### config.mk
export PLATFORM = sky130hd
export DESIGN_NAME = status_frame_gen
export DESIGN_NICKNAME = d
export VERILOG_FILES = /design/src/rtl/sfg_pkg.sv /design/src/rtl/sfg_seq.sv /design/src/rtl/sfg_slot_mux.sv /design/src/rtl/sfg_dip2.sv /design/src/rtl/status_frame_gen.sv
export SDC_FILE = /design/constraint.sdc
export NUM_CORES = 1
export LEC_CHECK = 0
export ABC_AREA = 1
export ABC_CLOCK_PERIOD_IN_PS = 4700
export BUFFER_PORTS_ARGS = -buffer_cell sky130_fd_sc_hd__clkbuf_2
export CELL_PAD_IN_SITES_DETAIL_PLACEMENT = 1
export CELL_PAD_IN_SITES_GLOBAL_PLACEMENT = 2
export CORE_MARGIN = 3
export CORE_UTILIZATION = 28
export CTS_BUF_LIST = sky130_fd_sc_hd__clkbuf_8 sky130_fd_sc_hd__clkbuf_16
export CTS_CLUSTER_SIZE = 20
export DETAILED_ROUTE_END_ITERATION = 7
export GPL_ROUTABILITY_DRIVEN = 0
export PLACE_DENSITY = 0.85
export SYNTH_ARGS = -nofsm -noshare
export SYNTH_HDL_FRONTEND = slang
export SYNTH_SLANG_ARGS = --single-unit
### constraint.sdc
create_clock -name clk -period 4.7 [get_ports clk]
set_input_delay 0.47 -clock clk [delete_from_list [all_inputs] [get_ports clk]]
set_output_delay 0.47 -clock clk [all_outputs]
set_load 0.05 [all_outputs]
### src/rtl/sfg_pkg.sv
package sfg_pkg;
    typedef enum logic [1:0] {
        ST_FRAME = 2'd0,
        ST_SLOT  = 2'd1,
        ST_CHECK = 2'd2
    } sfg_state_e;

    localparam logic [1:0] FRAME_WORD = 2'b11;

    function automatic logic [1:0] swap2(input logic [1:0] v);
        return {v[0], v[1]};
    endfunction
endpackage

### src/rtl/sfg_seq.sv
module sfg_seq
    import sfg_pkg::*;
#(
    parameter int CAL_DEPTH = 8,
    parameter int MAX_REP   = 4,
    parameter int LEN_W     = $clog2(CAL_DEPTH + 1),
    parameter int REP_W     = $clog2(MAX_REP + 1)
) (
    input  logic             clk,
    input  logic             rst_n,
    input  logic             oof,
    input  logic [LEN_W-1:0] cal_len,
    input  logic [REP_W-1:0] cal_m,
    output sfg_state_e       state,
    output logic [LEN_W-1:0] slot,
    output logic [REP_W-1:0] rep,
    output logic [LEN_W-1:0] len_q,
    output logic [REP_W-1:0] m_q
);
    localparam logic [LEN_W-1:0] LEN_MAX = LEN_W'(CAL_DEPTH);
    localparam logic [REP_W-1:0] REP_MAX = REP_W'(MAX_REP);
    localparam logic [LEN_W-1:0] LEN_ONE = LEN_W'(1);
    localparam logic [REP_W-1:0] REP_ONE = REP_W'(1);

    sfg_state_e       state_n;
    logic [LEN_W-1:0] slot_n, len_n, len_c;
    logic [REP_W-1:0] rep_n, m_n, m_c;

    // Clamp requested length and repetition count into legal range
    always_comb begin
        if (cal_len == '0)          len_c = LEN_ONE;
        else if (cal_len > LEN_MAX) len_c = LEN_MAX;
        else                        len_c = cal_len;
        if (cal_m == '0)            m_c = REP_ONE;
        else if (cal_m > REP_MAX)   m_c = REP_MAX;
        else                        m_c = cal_m;
    end

    always_comb begin
        state_n = state;
        slot_n  = slot;
        rep_n   = rep;
        len_n   = len_q;
        m_n     = m_q;
        if (oof) begin
            // RESYNC
            state_n = ST_FRAME;
            slot_n  = LEN_ONE;
            rep_n   = REP_ONE;
        end else begin
            unique case (state)
                ST_FRAME: begin
                    // FRAME_TO_SLOT: configuration captured here only
                    len_n   = len_c;
                    m_n     = m_c;
                    slot_n  = LEN_ONE;
                    rep_n   = REP_ONE;
                    state_n = ST_SLOT;
                end
                ST_SLOT: begin
                    if (slot == len_q) begin
                        if (rep == m_q) begin
                            state_n = ST_CHECK;      // SLOT_TO_CHECK
                        end else begin
                            slot_n = LEN_ONE;        // SLOT_WRAP
                            rep_n  = rep + REP_ONE;
                        end
                    end else begin
                        slot_n = slot + LEN_ONE;
                    end
                end
                ST_CHECK: begin
                    state_n = ST_FRAME;              // CHECK_TO_FRAME
                    slot_n  = LEN_ONE;
                    rep_n   = REP_ONE;
                end
                default: state_n = ST_FRAME;
            endcase
        end
    end

    always_ff @(posedge clk or negedge rst_n) begin
        if (!rst_n) begin
            state <= ST_FRAME;
            slot  <= LEN_ONE;
            rep   <= REP_ONE;
            len_q <= LEN_ONE;
            m_q   <= REP_ONE;
        end else begin
            state <= state_n;
            slot  <= slot_n;
            rep   <= rep_n;
            len_q <= len_n;
            m_q   <= m_n;
        end
    end
endmodule

### src/rtl/sfg_slot_mux.sv
module sfg_slot_mux #(
    parameter int CAL_DEPTH = 8,
    parameter int NUM_PORTS = 8,
    parameter int PORT_W    = 3,
    parameter int LEN_W     = 4
) (
    input  logic [LEN_W-1:0]            slot,
    input  logic [CAL_DEPTH*PORT_W-1:0] calendar,
    input  logic [NUM_PORTS*2-1:0]      port_status,
    output logic [1:0]                  word
);
    logic [PORT_W-1:0] cal_arr [CAL_DEPTH];
    logic [1:0]        st_arr  [NUM_PORTS];
    logic [PORT_W-1:0] pidx;

    genvar g;
    generate
        for (g = 0; g < CAL_DEPTH; g++) begin : g_cal
            assign cal_arr[g] = calendar[g*PORT_W +: PORT_W];
        end
        for (g = 0; g < NUM_PORTS; g++) begin : g_st
            assign st_arr[g] = port_status[g*2 +: 2];
        end
    endgenerate

    // Slot k reads calendar entry k-1
    always_comb begin
        pidx = '0;
        for (int i = 0; i < CAL_DEPTH; i++)
            if (slot == LEN_W'(i + 1)) pidx = cal_arr[i];
    end

    always_comb begin
        word = 2'b00;
        for (int p = 0; p < NUM_PORTS; p++)
            if (pidx == PORT_W'(p)) word = st_arr[p];
    end
endmodule

### src/rtl/sfg_dip2.sv
module sfg_dip2
    import sfg_pkg::*;
(
    input  logic       clk,
    input  logic       rst_n,
    input  logic       oof,
    input  sfg_state_e state,
    input  logic [1:0] word,
    output logic [1:0] acc,
    output logic [1:0] chk_word
);
    always_ff @(posedge clk or negedge rst_n) begin
        if (!rst_n)
            acc <= 2'b00;
        else if (oof || state == ST_FRAME)
            acc <= 2'b00;
        else if (state == ST_SLOT)
            acc <= word ^ swap2(acc);
    end

    assign chk_word = ~swap2(acc);
endmodule

### src/rtl/status_frame_gen.sv
module status_frame_gen
    import sfg_pkg::*;
#(
    parameter int NUM_PORTS = 8,
    parameter int PORT_W    = $clog2(NUM_PORTS),
    parameter int CAL_DEPTH = 8,
    parameter int MAX_REP   = 4,
    parameter int LEN_W     = $clog2(CAL_DEPTH + 1),
    parameter int REP_W     = $clog2(MAX_REP + 1)
) (
    input  logic                        clk,
    input  logic                        rst_n,
    input  logic                        oof,
    input  logic [LEN_W-1:0]            cal_len,
    input  logic [REP_W-1:0]            cal_m,
    input  logic                        err_inject,
    input  logic [CAL_DEPTH*PORT_W-1:0] calendar,
    input  logic [NUM_PORTS*2-1:0]      port_status,
    output logic [1:0]                  status_out
);
    sfg_state_e       state;
    logic [LEN_W-1:0] slot, len_q;
    logic [REP_W-1:0] rep, m_q;
    logic [1:0]       word, acc, chk_word;

    sfg_seq #(
        .CAL_DEPTH(CAL_DEPTH), .MAX_REP(MAX_REP),
        .LEN_W(LEN_W), .REP_W(REP_W)
    ) u_seq (
        .clk(clk), .rst_n(rst_n), .oof(oof),
        .cal_len(cal_len), .cal_m(cal_m),
        .state(state), .slot(slot), .rep(rep),
        .len_q(len_q), .m_q(m_q)
    );

    sfg_slot_mux #(
        .CAL_DEPTH(CAL_DEPTH), .NUM_PORTS(NUM_PORTS),
        .PORT_W(PORT_W), .LEN_W(LEN_W)
    ) u_mux (
        .slot(slot), .calendar(calendar),
        .port_status(port_status), .word(word)
    );

    sfg_dip2 u_dip2 (
        .clk(clk), .rst_n(rst_n), .oof(oof), .state(state),
        .word(word), .acc(acc), .chk_word(chk_word)
    );

    always_comb begin
        unique case (state)
            ST_FRAME: status_out = FRAME_WORD;
            ST_SLOT:  status_out = word;
            ST_CHECK: status_out = chk_word ^ {2{err_inject}};
            default:  status_out = FRAME_WORD;
        endcase
    end
endmodule

# ---- Word level (Yosys, flattened, before mapping)
# Cells that the tools add are included.
dict set report word_totals {
  ff_bits 18
  latch_bits 0
  ramBits 0
  mem_bits_ro 0
  out_inout_bits 2
  elab_cells 84
  mem_count 0
}
dict set report classes {
  n_addsub 2
  mul 0
  div_mod_pow 0
  magnitude_cmp 2
  n_eq_ne 23
  shifts 0
  mux 35
  n_bitwise 4
  n_reduce_logical 12
}
# op count
set ops {}
lappend ops {{$mux W3} 13}
lappend ops {{$mux W2} 13}
lappend ops {{$mux W4} 5}
lappend ops {{$eq A4 B3 Y1 const B} 4}
lappend ops {{$eq A3 B3 Y1 const B} 4}
lappend ops {{$ne A3 B3 Y1 const B} 3}
lappend ops {{$eq A4 B2 Y1 const B} 2}
lappend ops {{$pmux W2 S2} 2}
lappend ops {{$pmux W4 S2} 1}
lappend ops {{$eq A3 B2 Y1 const B} 2}
lappend ops {{$logic_not A3 Y1} 2}
lappend ops {{$pmux W3 S2} 1}
lappend ops {{$reduce_and A2 Y1} 3}
lappend ops {{$add A4 B1 Y4 const B} 1}
lappend ops {{$eq A4 B1 Y1 const B} 1}
lappend ops {{$eq A4 B4 Y1} 1}
lappend ops {{$eq A4 B4 Y1 const B} 1}
lappend ops {{$gt A4 B4 Y1 const B} 1}
lappend ops {{$logic_not A4 Y1} 1}
lappend ops {{$ne A4 B4 Y1 const B} 1}
lappend ops {{$xor A2 B2 Y2} 2}
lappend ops {{$add A3 B1 Y3 const B} 1}
lappend ops {{$eq A3 B1 Y1 const B} 1}
lappend ops {{$eq A3 B3 Y1} 1}
lappend ops {{11 further kinds} 11}

# ---- Logic depth before layout (Yosys ltp)
# Gate-level depths: netlist (run 1).
dict set report depth {
  ltp_word 21
  ltp_mapped 22
  depth_no_buf 22
}

# ---- Modules after synthesis
# From an unflattened synthesis (run 1), not the netlist that was laid out.
dict set report hier_totals {
  hier_cells 251
  hier_area_um2 1641.6
}
# mod n_inst cells_per_inst area_each_um2 seq_area_each_um2
set modules_own_cells {}
lappend modules_own_cells {sfg_seq 1 120 918.4 405.4}
lappend modules_own_cells {sfg_slot_mux 1 91 498.0 0.0}
lappend modules_own_cells {sfg_dip2 1 23 138.9 50.0}
lappend modules_own_cells {status_frame_gen 1 17 86.3 0.0}

# ---- Worst setup path after synthesis (run 1)
# Ideal clock, no wire load.
dict set report synth_path {
  kind {reg2out}
  from {reg u_seq.slot[0]}
  to {out status_out[1]}
  arrival_time_ns 2.763
  required_ns 4.230
  path_slack_ns 1.467
  path_stages_with_launch 18
  n_path_buf 0
  cell_sequence {dfstp_2 > inv_1 > ha_1 > nor2_1 > nand3_1 > nand2_1 > nand2_1 > nand2_1 > nand2_1 > nand2_1 > nand2_1 > nand3_1 > nand2_1 > nor3b_1 > nor2_1 > nand4_1 > nand2_1 > o211ai_1}
}
dict set report synth_between {
  elab_chain_len 19
}
# element line
set synth_lines {}
lappend synth_lines {{start, declared} sfg_seq.sv:15} ;# output logic [LEN_W-1:0] slot,
lappend synth_lines {{start signal, assigned} sfg_seq.sv:91} ;# slot <= slot_n;
lappend synth_lines {{$eq A4 B1 Y1} sfg_slot_mux.sv:30} ;# if (slot == LEN_W'(i + 1)) pidx = cal_arr[i];
lappend synth_lines {{$mux W3 (7 in a row)} sfg_slot_mux.sv:30}
lappend synth_lines {{$mux W3 (*)} sfg_slot_mux.sv:30}
lappend synth_lines {{$logic_not A3 Y1} sfg_slot_mux.sv:36} ;# if (pidx == PORT_W'(p)) word = st_arr[p];
lappend synth_lines {{$mux W2 (7 in a row)} sfg_slot_mux.sv:36}
lappend synth_lines {{$mux W2 (*)} sfg_slot_mux.sv:36}
lappend synth_lines {{$pmux W2 S2 (*)} status_frame_gen.sv:50} ;# unique case (state)
lappend synth_lines {{end, declared} status_frame_gen.sv:19} ;# output logic [1:0] status_out
# Mark *: on every way between the ends. The rest lies on a longest branch, timed or not.

# ---- Final worst setup path (run 1)
# Same ends and word-level chain as after synthesis.

==> impl_metrics.py, run 1 <==
metrics = {
    "hold_path": {
        "hp-class": "in -> async",
    },
    "routing": {
        "vias_per_cell": 4.68,
        "routedWlPerCell_um": 11.5,
        "first_pass_iters": 4,
        "drcViolationCount": 0,
        "num_vias": 1796,
        "ant_nets": 0,
        "totalWireLength_mm": 4.43,
        "drt_iter0_markers": 30,
    },
    "timing": {
        "fin_hold_ws_ns": 0.154,
        "final-hold-violation-count": 0,
        "tns_ns": 0,
        "fmax_mhz": 283,
        "rsz0062_at_grt": "no",
        "min_period_over_period_pct": 75.2,
        "tightest_slew_ns": 0.520,
        "relSlewSlack_pct": 65.0,
        "maxSlewViolCount": 0,
        "layout_min_cycle_time_ns": 3.53,
        "skew_ns": 0.00130,
        "setup_viol": 0,
    },
    "synth": {
        "synth_top_area_share_pct": 21.2,
        "synth.area.top_cells": "dfrtp_1 21%, nand2_1 14%, nor2_1 8.9%, nand3_1 8.8%, inv_1 8.6%",
        "synth_common_cells": "60 x nand2_1, 39 x nor2_1, 38 x inv_1, 29 x nand3_1, 15 x o21ai_0",
        "synth_cells": 257,
        "synth-seq-cells": 18,
        "syn_area_sq_um": 1650,
        "synth_edf_count": 0,
        "yosysTopAreaCell": "dfrtp_1",
        "synth_seq_area_share_pct": 27.6,
        "ys_warn_count": 0,
        "synthDistinctLibCells": 31,
        "yosysMostFrequentCell": "nand2_1",
        "yosys_most_used_dff": "dfrtp_1",
        "syn_nets": 317,
        "syn_avg_cell_area_sq_um": 6.43,
        "async_flop_share_pct": 100,
    },
    "clock_tree": {
        "cts_tree": "done",
        "cts_resized": 0,
        "htreeDepth": 1,
        "numCtsBuffers": 3,
        "root_buffer": "clkbuf_8",
        "clkTransAtPathRegs_ns": 0.07,
        "cts_setup_buffers": 0,
        "cts_hold_buf": 0,
        "cts_buffer_depth": 2,
        "clock_latency_ns": 0.25,
        "cts.sinks": 18,
    },
    "critical_path": {
        "critPathKind": "reg -> out",
        "arrival_ns": 3.06,
        "reg2reg_to": "u_dip2.acc[1]$_DFFE_PN0P_",
        "r2r-start": "u_seq.slot[0]$_DFFE_PN1P_",
        "crit_start": "u_seq.slot[0]$_DFFE_PN1P_",
        "critPathMaxFanout": 6,
        "cp-end-kind": "output port",
        "reg2reg_slack_ns": 2.05,
        "worstSetupEndpoint": "status_out[1]",
        "r2r_cells": 13,
        "start_kind": "register",
        "crit_required_ns": 4.23,
    },
    "cells_and_area": {
        "post-route-cell-area_sq_um": 2050,
        "n_antenna_cell": 0,
        "finalNetCount": 373,
        "drive_above_1_share_pct": 23.7,
        "area_growth_pct": 23.8,
    },
    "placed_design": {
        "place_hpwl_mm": 3.88,
        "place_area_sq_um": 1990,
        "port_buffers": 52,
    },
    "floorplanning": {
        "die_h_um": 82.8,
        "die_area_sq_um": 6860,
        "initial_core_util_pct": 29.5,
        "io_pins": 53,
        "die_w_um": 82.8,
        "num_rows": 27,
        "core-area_sq_um": 5610,
    },
    "grt": {
        "antenna_found_initial": 0,
        "grt_pass1_vias": 1896,
        "grt_overflow_total": 0,
        "track_usage_pct": 13.2,
        "grt_pass1_wl_mm": 7.95,
        "grt_max_degree": 19,
    },
    "outcome": {
        "status": "finished clean",
    },
    "power": {
        "peakVddDrop_mv": 0.200,
        "p_leak_nw": 1.11,
        "powerDensity_nw_per_um2": 521,
    },
    "job": {
        "drv_cap": 0,
    },
}
-- routing by layer --
metal  part of all wire (%)  GRT usage [%]  wire [um]
met1                     46           16.5       2040
met2                     50           24.6       2200
met3                    3.9           1.88        174
met4                   0.36           1.78         16
met5                      0              0          0
-- flip-flops by register name, summed over array words and instances, names as in the netlist --
| name | count |
|---|---|
| u_seq.m_q | 3 |
| u_dip2.acc | 2 |
| u_seq.len_q | 4 |
| u_seq.rep | 3 |
| u_seq.slot | 4 |
| u_seq.state | 2 |
-- cell families after synthesis --
family	Yosys count	share of synthesized area, %
AO/OA/AOI/OAI	31	11.1
XOR/XNOR	7	3.71
adder cells (fa/ha/maj)	9	6.81
buffers and inverters	41	9.77
flip-flops	18	27.6
AND/OR/NAND/NOR	151	41.1
-- placed cells by master, fill, tap and decap left out, types with 2 or more instances in the layout --
| cell | Yosys | layout |
|---|---|---|
| ha_1 | 9 | 9 |
| inv_1 | 38 | 38 |
| nor2_1 | 39 | 39 |
| a21oi_1 | 10 | 10 |
| nand2_2 | 4 | 4 |
| nor2_4 | 2 | 2 |
| xnor2_1 | 5 | 5 |
| or2_2 | 2 | 2 |
| dfrtp_1 | 14 | 14 |
| dfstp_2 | 4 | 4 |
| nand2_1 | 60 | 60 |
| nand4_1 | 6 | 6 |
| clkbuf_2 | 0 | 52 |
| o21ai_0 | 15 | 15 |
| nand3_1 | 29 | 29 |
| xor2_1 | 2 | 2 |
| nor3_1 | 2 | 2 |
| clkbuf_8 | 0 | 4 |
| inv_2 | 2 | 2 |
-- cell type report --
type | instances | area (sq um)
multi-input combinational | 198 | 1040
tap | 72 | 90.1
fill | 785 | 3560
sequential | 18 | 455
inverter | 40 | 150
clock buffer | 4 | 55.1
timing repair buffer | 52 | 260
-- power by group --
group | switching (mW) | internal, mW
Sequential | 0.0508 | 0.221
Combinational | 0.432 | 0.237
Clock | 0.0525 | 0.0743
-- worst min path at each step --
stage,cells past startpoint,endpoint,startpoint
2_1_floorplan,0,u_dip2.acc[0]$_DFFE_PN0P_,rst_n
3_3_place_gp,1,u_seq.rep[1]$_DFFE_PN0P_,rst_n
3_5_place_dp,1,u_seq.rep[1]$_DFFE_PN0P_,rst_n
4_1_cts,1,u_seq.rep[1]$_DFFE_PN0P_,rst_n
5_1_grt,1,u_seq.rep[1]$_DFFE_PN0P_,rst_n
6_report,1,u_seq.rep[1]$_DFFE_PN0P_,rst_n
-- worst max-delay path, stage by stage, from the launching register on --
cell and delay (ns):
dfstp_2 0.58, ha_1 0.28, nand2_1 0.10, nor2_1 0.23
inv_1 0.13, or2_1 0.27, nand2_1 0.08, o21ai_0 0.20
nor3b_1 0.24, nor2_1 0.07, nand4_1 0.09, nand2_1 0.08
o211ai_1 0.16, clkbuf_2 0.30
-- stage by stage --
| stage | worst slack, ns | util [%] | power, mW | cells |
|---|---|---|---|---|
| final | 1.17 | 36.5 | 1.07 | 384 |
| after global routing | 0.826 | 36.5 | 1.19 | 384 |
| after CTS | 1.12 | 36.5 | 1.09 | 384 |
| after detailed placement | 1.40 | 35.5 | 0.956 | 380 |
| after global placement | 1.40 | 35.5 | 0.945 | 380 |
| after floorplan | 1.47 | - | 0.793 | 257 |
No activity file was read; power rests on OpenSTA's default activity.
==> run 2, diff against run 1 <==
Settings changed: ABC_AREA 1 to 0, ABC_CLOCK_PERIOD_IN_PS 4700 to 3400, CORE_UTILIZATION 28 to 29, PLACE_DENSITY 0.85 to 0.81.
Clock period 4.7 ns to 3.4 ns, I/O delays scaled along.
==> impl_metrics.py, run 2 <==
metrics = {
    "outcome": {
        "status": "finished clean",
    },
    "timing": {
        "setup_viol": 0,
        "fin_hold_ws_ns": 0.0243,
        "relSlewSlack_pct": 64.0,
        "rsz0062_at_grt": "no",
        "layout_min_cycle_time_ns": 3.28,
        "min_period_over_period_pct": 96.6,
        "fmax_mhz": 305,
        "final-hold-violation-count": 0,
        "tns_ns": 0,
        "skew_ns": 0.00477,
        "tightest_slew_ns": 0.535,
        "maxSlewViolCount": 0,
    },
    "synth": {
        "synth_seq_area_share_pct": 29.0,
        "syn_area_sq_um": 1570,
        "synth_top_family_by_area": "simple AND/OR/NAND/NOR gates",
        "yosys_most_used_dff": "dfrtp_1",
        "synth_edf_count": 0,
        "synth-compound-area-share_pct": 20.6,
        "synthAdderAreaFrac_pct": 7.16,
        "synth.area.top_cells": "dfrtp_1 22%, ha_1 7.2%, dfstp_2 6.7%, mux2i_1 5.1%, nand2_1 4.5%",
        "synthDistinctLibCells": 45,
        "yosysTopAreaCell": "dfrtp_1",
        "async_flop_share_pct": 100,
        "synth_cells": 180,
        "synth-xor-area-share_pct": 5.01,
        "muxShareOfSynthArea_pct": 8.19,
        "synth-seq-cells": 18,
        "synth_top_area_share_pct": 22.3,
        "syn_avg_cell_area_sq_um": 8.74,
        "synth_common_cells": "19 x nand2_1, 14 x dfrtp_1, 14 x o21ai_0, 11 x a21oi_1, 10 x inv_1",
        "syn_nets": 240,
        "yosysMostFrequentCell": "nand2_1",
        "ys_warn_count": 0,
        "yosys.area_share.simple_pct": 24.5,
    },
    "placed_design": {
        "port_buffers": 52,
        "place_hpwl_mm": 3.21,
    },
    "routing": {
        "routedWlPerCell_um": 13.7,
        "first_pass_iters": 2,
        "num_vias": 1505,
        "totalWireLength_mm": 4.21,
        "ant_nets": 0,
        "vias_per_cell": 4.89,
        "drt_iter0_markers": 19,
        "drcViolationCount": 0,
    },
    "cells_and_area": {
        "fillers": 625,
        "area_growth_pct": 32.7,
        "largestRegisters": "u_seq.len_q (4), u_seq.slot (4)",
        "finalNetCount": 299,
        "final_cell_mix": "51 x clkbuf_2, 19 x nand2_1, 14 x o21ai_0, 13 x dfrtp_1, 11 x a21oi_1",
        "multiInputGateArea_sq_um": 1100,
        "drive_above_1_share_pct": 39.5,
        "regArea_sq_um": 457,
        "n_antenna_cell": 0,
        "final_common_cell": "clkbuf_2",
    },
    "critical_path": {
        "reg2reg_slack_ns": 0.62,
        "start_kind": "register",
        "crit_start": "u_seq.slot[0]$_DFFE_PN1P_",
        "r2r_cells": 11,
        "r2r-start": "u_seq.slot[0]$_DFFE_PN1P_",
        "cp-end-kind": "output port",
        "reg2reg_to": "u_dip2.acc[0]$_DFFE_PN0P_",
        "arrival_ns": 2.94,
        "critPathKind": "reg -> out",
        "crit_required_ns": 3.06,
        "critPathMaxFanout": 5,
    },
    "grt": {
        "grt_pass1_vias": 1558,
        "track_usage_pct": 13.4,
        "antenna_found_initial": 0,
        "grt_pass1_wl_mm": 6.97,
        "grt_overflow_total": 0,
        "grt_max_degree": 19,
    },
    "floorplanning": {
        "die_area_sq_um": 6340,
        "initial_core_util_pct": 30.4,
        "num_rows": 26,
        "io_pins": 53,
        "die_h_um": 79.6,
        "die_w_um": 79.6,
        "core-area_sq_um": 5170,
    },
    "clock_tree": {
        "clkTransAtPathRegs_ns": 0.07,
        "clock_latency_ns": 0.25,
        "numCtsBuffers": 3,
        "htreeDepth": 1,
        "cts_hold_buf": 0,
        "root_buffer": "clkbuf_8",
        "cts_buffer_depth": 2,
        "cts_tree": "done",
        "cts.sinks": 18,
    },
    "power": {
        "powerDensity_nw_per_um2": 853,
        "p_leak_nw": 0.990,
        "peakVddDrop_mv": 0.255,
    },
    "hold_path": {
        "hp-class": "in -> async",
    },
    "job": {
        "drv_cap": 0,
    },
}
run 2: worst max-delay path by stage:
stage / slack [ns] / cells after the start / end
6_report: 0.12 / 11 / status_out[0]
3_5_place_dp: 0.07 / 12 / status_out[0]
3_3_place_gp: 0.14 / 11 / status_out[0]
4_1_cts: 0.003 / 12 / status_out[0]
2_1_floorplan: 0.09 / 11 / status_out[0]
5_1_grt: 0.01 / 11 / status_out[0]
run 2: what timing repair did:
action,in CTS,in global routing
endpoints found under the setup margin,2,2
gates cloned,0,0
pin swaps,4,4
resized for setup,14,5
buffers inserted,3,4
run 2: metrics by stage:
stage | power, mW | instance area, sq um | cells | util (%) | setup slack (ns)
final | 1.78 | 2090 | 308 | 40.3 | 0.117
after global routing | 1.94 | 2090 | 308 | 40.3 | 0.0129
after CTS | 1.72 | 2030 | 304 | 39.2 | 0.00343
after detailed placement | 1.43 | 1900 | 297 | 36.7 | 0.0738
after global placement | 1.41 | 1900 | 297 | 36.7 | 0.139
after floorplan | 1.20 | 1580 | 180 | - | 0.0940
run 2: cell type report:
| cell class | instances | area share, % |
|---|---|---|
| multi-input combinational | 144 | 52.8 |
| sequential | 18 | 21.9 |
| timing repair buffer | 62 | 16.7 |
| tap | 70 | 4.20 |
| clock buffer | 4 | 2.64 |
| inverter | 10 | 1.80 |
run 2: report_power, final:
group / total (mW) / switching [mW] / internal [mW]
combinational: 1.22 / 0.663 / 0.562
clock: 0.174 / 0.0714 / 0.103
sequential: 0.382 / 0.0689 / 0.313
total: 1.78 / 0.803 / 0.977
run 2: cell families (layout without fill, tap and decap cells):
group	count (synthesis)	after routing
compound gates	46	46
flops	18	18
fa+ha+maj	9	9
xor+xnor	9	9
simple gates	68	68
buf+inv	18	76
mux	12	12
run 2: metal layers:
metal / wire length [um] / up-vias / track usage, %
met1: 1860 / 695 / 16.5
met5: 0 / - / 0
met2: 2050 / 43 / 24.3
li1: - / 763 / -
met3: 260 / 4 / 1.81
met4: 36 / 0 / 3.61
run 2: worst max-delay path: stages, from the launching register on:
cell	delay (ns)
dfstp_2	0.54
inv_2	0.06
ha_4	0.17
and3b_2	0.23
a32o_2	0.24
a211oi_4	0.22
mux2_4	0.32
a211o_1	0.29
a211o_1	0.28
nand2_1	0.09
nand3_2	0.09
buf_8	0.16
